$ cat src/rtl/uart_host_pkg.sv
package uart_host_pkg;

  typedef enum logic [3:0] {
    SEL_NONE,
    SEL_RXTX,
    SEL_IEN,
    SEL_IDFC,
    SEL_LCTL,
    SEL_MCTL,
    SEL_LSTS,
    SEL_MSTS,
    SEL_SCR,
    SEL_DIVL,
    SEL_DIVH
  } reg_sel_e;

  localparam logic [7:0] ID_NONE = 8'h01;
  localparam logic [7:0] ID_THR  = 8'h02;
  localparam logic [7:0] ID_RX   = 8'h04;

  localparam int unsigned DLAB_BIT = 7;

endpackage

$ cat src/rtl/uart_host_decode.sv
module uart_host_decode
  import uart_host_pkg::*;
#(
  parameter int unsigned ADDR_W = 3
) (
  input  logic              clk_i,
  input  logic              rst_ni,
  input  logic              cs0_i,
  input  logic              cs1_i,
  input  logic              cs2_n_i,
  input  logic              adr_le_i,
  input  logic [ADDR_W-1:0] addr_i,
  input  logic              dlab_i,
  output reg_sel_e          sel_o
);

  localparam int unsigned CS_W = 3;

  logic [CS_W-1:0]   cs_q, cs_eff;
  logic [ADDR_W-1:0] addr_q, addr_eff;
  logic              chip_en;

  // capture while strobe is high; reset value leaves the block deselected
  always_ff @(posedge clk_i or negedge rst_ni) begin
    if (!rst_ni) begin
      cs_q   <= '0;
      addr_q <= '0;
    end else if (adr_le_i) begin
      cs_q   <= {cs0_i, cs1_i, cs2_n_i};
      addr_q <= addr_i;
    end
  end

  assign cs_eff   = adr_le_i ? {cs0_i, cs1_i, cs2_n_i} : cs_q;
  assign addr_eff = adr_le_i ? addr_i : addr_q;
  assign chip_en  = cs_eff[2] & cs_eff[1] & ~cs_eff[0];

  always_comb begin
    sel_o = SEL_NONE;
    if (chip_en) begin
      unique case (addr_eff[2:0])
        3'd0:    sel_o = dlab_i ? SEL_DIVL : SEL_RXTX;
        3'd1:    sel_o = dlab_i ? SEL_DIVH : SEL_IEN;
        3'd2:    sel_o = SEL_IDFC;
        3'd3:    sel_o = SEL_LCTL;
        3'd4:    sel_o = SEL_MCTL;
        3'd5:    sel_o = SEL_LSTS;
        3'd6:    sel_o = SEL_MSTS;
        default: sel_o = SEL_SCR;
      endcase
    end
  end

endmodule

$ cat src/rtl/uart_baud_div.sv
module uart_baud_div #(
  parameter int unsigned DIV_W = 16
) (
  input  logic             clk_i,
  input  logic             rst_ni,
  input  logic [DIV_W-1:0] div_i,
  input  logic             restart_i,
  output logic             tick_o
);

  logic [DIV_W-1:0] cnt_q;
  logic             run, wrap;

  assign run  = (div_i != '0);
  // >= keeps the counter sane if the limit drops below the count
  assign wrap = run && (cnt_q >= div_i - 1'b1);

  always_ff @(posedge clk_i or negedge rst_ni) begin
    if (!rst_ni)                      cnt_q <= '0;
    else if (restart_i || !run || wrap) cnt_q <= '0;
    else                              cnt_q <= cnt_q + 1'b1;
  end

  assign tick_o = wrap;

endmodule

$ cat src/rtl/uart_host_irq.sv
module uart_host_irq
  import uart_host_pkg::*;
#(
  parameter int unsigned SRC_N = 2,
  parameter int unsigned DATA_W = 8
) (
  input  logic [SRC_N-1:0]  ien_i,
  input  logic              rx_ready_i,
  input  logic              thr_empty_i,
  output logic              irq_o,
  output logic [DATA_W-1:0] id_o
);

  logic [SRC_N-1:0] pend, hit;

  assign pend  = {thr_empty_i, rx_ready_i};
  assign hit   = pend & ien_i;
  assign irq_o = |hit;

  // receive outranks transmit-empty
  always_comb begin
    if (hit[0])      id_o = DATA_W'(ID_RX);
    else if (hit[1]) id_o = DATA_W'(ID_THR);
    else             id_o = DATA_W'(ID_NONE);
  end

endmodule

$ cat src/rtl/uart_host_regs.sv
module uart_host_regs
  import uart_host_pkg::*;
#(
  parameter int unsigned DATA_W = 8,
  parameter int unsigned ADDR_W = 3
) (
  input  logic              clk_i,
  input  logic              rst_ni,
  input  logic              cs0_i,
  input  logic              cs1_i,
  input  logic              cs2_n_i,
  input  logic              adr_le_i,
  input  logic [ADDR_W-1:0] addr_i,
  input  logic              wr_i,
  input  logic              rd_i,
  input  logic [DATA_W-1:0] wdata_i,
  output logic [DATA_W-1:0] rdata_o,
  input  logic [DATA_W-1:0] rx_data_i,
  input  logic              rx_ready_i,
  input  logic              thr_empty_i,
  input  logic [DATA_W-1:0] lsr_i,
  input  logic [DATA_W-1:0] msr_i,
  output logic              tx_load_o,
  output logic [DATA_W-1:0] tx_data_o,
  output logic              rx_pop_o,
  output logic              fcr_we_o,
  output logic [DATA_W-1:0] fcr_o,
  output logic [DATA_W-1:0] lcr_o,
  output logic [DATA_W-1:0] mcr_o,
  output logic              tick16_o,
  output logic              irq_o
);

  localparam int unsigned DIV_W = 2 * DATA_W;
  localparam int unsigned SRC_N = 2;

  reg_sel_e          sel;
  logic [DATA_W-1:0] lcr_q, mcr_q, scr_q, id_byte;
  logic [DIV_W-1:0]  div_q;
  logic [SRC_N-1:0]  ien_q;
  logic              div_we;

  uart_host_decode #(.ADDR_W(ADDR_W)) u_decode (
    .clk_i    (clk_i),
    .rst_ni   (rst_ni),
    .cs0_i    (cs0_i),
    .cs1_i    (cs1_i),
    .cs2_n_i  (cs2_n_i),
    .adr_le_i (adr_le_i),
    .addr_i   (addr_i),
    .dlab_i   (lcr_q[DLAB_BIT]),
    .sel_o    (sel)
  );

  always_ff @(posedge clk_i or negedge rst_ni) begin
    if (!rst_ni) begin
      lcr_q <= '0;
      mcr_q <= '0;
      scr_q <= '0;
      ien_q <= '0;
      div_q <= '0;
    end else if (wr_i) begin
      case (sel)
        SEL_IEN:  ien_q <= wdata_i[SRC_N-1:0];
        SEL_LCTL: lcr_q <= wdata_i;
        SEL_MCTL: mcr_q <= wdata_i;
        SEL_SCR:  scr_q <= wdata_i;
        SEL_DIVL: div_q[DATA_W-1:0] <= wdata_i;
        SEL_DIVH: div_q[DIV_W-1:DATA_W] <= wdata_i;
        default: ;
      endcase
    end
  end

  assign div_we = wr_i && (sel == SEL_DIVL || sel == SEL_DIVH);

  uart_baud_div #(.DIV_W(DIV_W)) u_baud (
    .clk_i     (clk_i),
    .rst_ni    (rst_ni),
    .div_i     (div_q),
    .restart_i (div_we),
    .tick_o    (tick16_o)
  );

  uart_host_irq #(.SRC_N(SRC_N), .DATA_W(DATA_W)) u_irq (
    .ien_i       (ien_q),
    .rx_ready_i  (rx_ready_i),
    .thr_empty_i (thr_empty_i),
    .irq_o       (irq_o),
    .id_o        (id_byte)
  );

  always_comb begin
    unique case (sel)
      SEL_RXTX: rdata_o = rx_data_i;
      SEL_IEN:  rdata_o = {{(DATA_W-SRC_N){1'b0}}, ien_q};
      SEL_IDFC: rdata_o = id_byte;
      SEL_LCTL: rdata_o = lcr_q;
      SEL_MCTL: rdata_o = mcr_q;
      SEL_LSTS: rdata_o = lsr_i;
      SEL_MSTS: rdata_o = msr_i;
      SEL_SCR:  rdata_o = scr_q;
      SEL_DIVL: rdata_o = div_q[DATA_W-1:0];
      SEL_DIVH: rdata_o = div_q[DIV_W-1:DATA_W];
      default:  rdata_o = '0;
    endcase
  end

  assign tx_load_o = wr_i && (sel == SEL_RXTX);
  assign tx_data_o = wdata_i;
  assign rx_pop_o  = rd_i && (sel == SEL_RXTX);
  assign fcr_we_o  = wr_i && (sel == SEL_IDFC);
  assign fcr_o     = wdata_i;
  assign lcr_o     = lcr_q;
  assign mcr_o     = mcr_q;

endmodule

$ cat config.mk
export PLATFORM = sky130hd
export DESIGN_NAME = uart_host_regs
export DESIGN_NICKNAME = d
export VERILOG_FILES = /design/src/rtl/uart_host_pkg.sv /design/src/rtl/uart_host_decode.sv /design/src/rtl/uart_baud_div.sv /design/src/rtl/uart_host_irq.sv /design/src/rtl/uart_host_regs.sv
export SDC_FILE = /design/constraint.sdc
export NUM_CORES = 1
export LEC_CHECK = 0
export BUFFER_PORTS_ARGS = -buffer_cell sky130_fd_sc_hd__buf_2
export CAP_MARGIN = 20
export CORE_MARGIN = 10
export CORE_UTILIZATION = 30
export DETAILED_ROUTE_END_ITERATION = 10
export MAX_ROUTING_LAYER = met4
export SLEW_MARGIN = 10
export SYNTH_ARGS = -nofsm -noshare
export SYNTH_HDL_FRONTEND = slang
export SYNTH_SLANG_ARGS = --single-unit
$ cat constraint.sdc
create_clock -name clk_i -period 4.7 [get_ports clk_i]
set_clock_uncertainty 0.1 [all_clocks]
set_input_delay 0.94 -clock clk_i [delete_from_list [all_inputs] [get_ports clk_i]]
set_output_delay 0.94 -clock clk_i [all_outputs]
set_load 0.005 [all_outputs]
==> impl_metrics.yaml <==
status:
  outcome: "finished, final reports clean"
routing:
  drc: 0
  drt-initial-drc-count: 118
  wl_um: 10800
  via_per_inst: 4.95
  dr.pass1.iters: 4
  wl_per_cell_um: 16.9
  ant_nets: 0
  via_count: 3165
worst_setup_path:
  arrival_ps: 3550
  endpoint_kind: "primary output"
  cpPeakStageDelay_ps: 460
  critical_path_class: "reg -> out"
  cp_slowest_cell: "or3b_2"
  path_cells: "inv_2 > ha_2 > nor3b_4 > nand2_1 > or4_4 > xor2_1 > ha_1 > and4_1 > or3b_2 > a221oi_2 > or3_1 > and2_4 > buf_2"
  critical_path.startpoint_type: "flop"
  cp.required_ps: 3660
  cp_max_fo: 5
floorplan:
  boundaryPins: 90
  fp-row-count: 43
  die_x_um: 139
  core_um2: 13900
  die_area_um2: 19300
  start_util_pct: 30.6
  die_h_um: 139
cells_and_area:
  layout.nets: 523
  area_growth_pct: 18.8
  drive_gt1_share_pct: 42.3
  diodes: 0
  fill_cells: 1383
  multiInputGateArea_um2: 2360
  stdcell_count: 639
  seqCellArea_um2: 1600
run:
  drv_cap: 0
clocking:
  numCtsBuffers: 9
  clk_latency_ps: 320
  cts_tree: "done"
  clock-sinks: 64
  cts_max_level: 3
  clkTransAtPathRegs_ps: 50
  cts_hold_buf: 0
  cts_max_path_buffers: 2
  root_buffer: "clkbuf_16"
power_and_ir_drop:
  p_per_area_nw_per_um2: 441
  switching_share_pct: 33.5
  pwr-share-clk_pct: 30.1
  power_leakage_uw: 0.00250
  comb_power_share_pct: 35.2
  sequentialPowerShare_pct: 34.7
  peakVddDrop_mv: 0.188
  p_int_uw: 1480
  p_sw_uw: 746
timing:
  worst_slew_pin_slew_ps: 777
  setup_violations: 0
  finalMaxSlewViolations: 0
  relSlewSlack_pct: 48.2
  finalCritPeriodShare_pct: 97.6
  finalWorstSetupSlack_ps: 112
  max_freq_mhz: 218
  final_hold_viol_count: 0
  finalCriticalPeriod_ps: 4590
place:
  placed_cells: 622
  dp_hpwl_um: 8200
  pre_cts_ws_ps: 322
  routabilityCongestion: 0.825
  io_buffers: 89
grt:
  grt_pass1_wl_um: 17900
  grt_use_total_pct: 11.3
  grt_pass1_vias: 3438
  antenna_found_initial: 0
  grt_max_degree: 34
  overflow: 0
yosys:
  netlist_instances: 381
  ys_warn_count: 0
  yosysUniqueCellTypes: 54
  synth_seq_cells: 64
  syn_nets: 448
  avgSynthCellArea_um2: 11.1
  synth_flop_cell: "dfrtp_1"
  async_flop_share_pct: 100
  synth_edf_count: 0
  synth_seq_area_share_pct: 37.7
  synth_area_um2: 4250
hold_path:
  worst_hold_path_type: "reg -> reg"
-- flip-flops by register name (all words and copies together), names as in the netlist --
register and flops:
u_decode.addr_q 3, scr_q 8, lcr_o 8, mcr_o 8, ien_q 2, div_q 16
u_decode.cs_q 3, u_baud.cnt_q 16
-- cells by family (layout without fill, tap and decap cells) --
| group | count (synthesis) | count (layout) | synth area share, % |
|---|---|---|---|
| AND/OR/NAND/NOR | 119 | 119 | 16.5 |
| multiplexers | 65 | 65 | 20.4 |
| flip-flops | 64 | 64 | 37.7 |
| buffers and inverters | 45 | 123 | 7.19 |
| AO/OA/AOI/OAI | 39 | 39 | 6.13 |
| XOR/XNOR | 27 | 27 | 5.57 |
| adder cells (fa/ha/maj) | 22 | 22 | 6.48 |
-- per-layer routing --
metal | global-route usage, % | share of wire (%)
met1 | 13.9 | 47
met2 | 18.9 | 49
met3 | 1.78 | 3.1
met4 | 2.80 | 0.83
met5 | - | 0
-- what timing repair did --
item | 4_1_cts | 5_1_grt
pin swaps | 0 | 3
hold endpoints to repair | 0 | 0
endpoints found under the setup margin | 1 | 1
gates resized for setup | 1 | 6
setup buffers | 0 | 3
-- cell usage in the layout, fill, tap and decap left out, drive strengths merged, types with 4 or more instances in the layout --
| cell type | instances |
|---|---|
| buf | 100 |
| dfrtp | 64 |
| mux2 | 47 |
| nand2 | 32 |
| ha | 22 |
| nor3 | 17 |
| xnor2 | 14 |
| xor2 | 13 |
| nor2 | 13 |
| nand3 | 13 |
| clkbuf | 11 |
| o21ai | 10 |
| mux2i | 10 |
| inv | 9 |
| and3 | 8 |
| mux4 | 8 |
| nand4 | 8 |
| a22oi | 7 |
| a21oi | 7 |
| and2 | 6 |
| nor4 | 4 |
| a32oi | 4 |
| and4 | 4 |
-- synth_stat cells (2+ instances only) --
master / count / area share [%]
dfrtp_1: 64 / 38
mux2_2: 39 / 10
nand2_1: 31 / 2.7
ha_1: 22 / 6.5
buf_4: 18 / 3.2
xnor2_1: 14 / 2.9
nor2_1: 13 / 1.1
xor2_1: 13 / 2.7
nand3_1: 12 / 1.4
o21ai_0: 10 / 1.2
nor3_2: 9 / 2.1
and3_1: 8 / 1.2
mux2_4: 8 / 2.8
mux2i_1: 8 / 1.9
mux4_2: 8 / 4.2
nor3_1: 8 / 0.94
a21oi_1: 7 / 0.83
a22oi_1: 7 / 1.2
inv_1: 7 / 0.62
nand4_1: 7 / 1.0
and2_1: 6 / 0.88
buf_2: 6 / 0.71
buf_6: 6 / 1.6
clkbuf_1: 5 / 0.44
a32oi_1: 4 / 0.83
and4_1: 4 / 0.83
nor4_1: 4 / 0.59
a22o_1: 2 / 0.41
inv_2: 2 / 0.18
mux2i_4: 2 / 1.1
or3_1: 2 / 0.29
or3b_2: 2 / 0.41
or4_1: 2 / 0.35
-- cell type report --
class	instances	share of cell area, %
clock buffer	11	5.01
clock inverter	3	0.843
inverter	9	0.670
multi-input combinational	272	46.8
sequential	64	31.8
tap	180	4.46
timing repair buffer	100	10.5
-- worst max-delay path, delay by kind of cell, from the launching register on --
kind	cells	cell delay, ps
adders and majority gates	2	510
buffers and inverters	2	190
xor gates and xnor gates	1	160
DFF	1	430
AOI/OAI and AO/OA	1	180
and+or+nand+nor	7	1750
-- through the flow --
| stage | power [µW] | util (%) | hold WS (ps) | TNS [ps] | area (µm²) |
|---|---|---|---|---|---|
| after floorplan | 1300 | - | 373 | 0 | 4250 |
| after global placement | 1490 | 33.9 | 385 | 0 | 4700 |
| after detailed placement | 1520 | 33.9 | 388 | 0 | 4700 |
| after CTS | 2200 | 36.1 | 400 | 0 | 5010 |
| after global routing | 2380 | 36.3 | 422 | -44.2 | 5040 |
| final | 2230 | 36.3 | 398 | 0 | 5040 |
-- path summary, 6_finish.rpt --
check                                 start                to  slack [ps]  cells after the start
setup / recovery                   div_q[0]          tick16_o         110                     13
hold / removal             u_decode.cs_q[0]  u_decode.cs_q[0]         400                      1
setup reg to reg                   div_q[0]   u_baud.cnt_q[4]        1140                     13
hold reg to reg            u_decode.cs_q[0]  u_decode.cs_q[0]         400                      1
max in group asynchronous            rst_ni          div_q[0]        2980                      2
min in group asynchronous            rst_ni          lcr_o[5]         590                      1
-- power by group through the flow --
stage | Clock (µW) | Sequential, µW | Combinational, µW
6_report | 669 | 773 | 784
5_1_grt | 703 | 792 | 886
4_1_cts | 683 | 770 | 751
3_5_place_dp | 0 | 777 | 745
3_3_place_gp | 0 | 770 | 719
2_1_floorplan | 0 | 742 | 559
No activity file was read; power rests on OpenSTA's default activity.
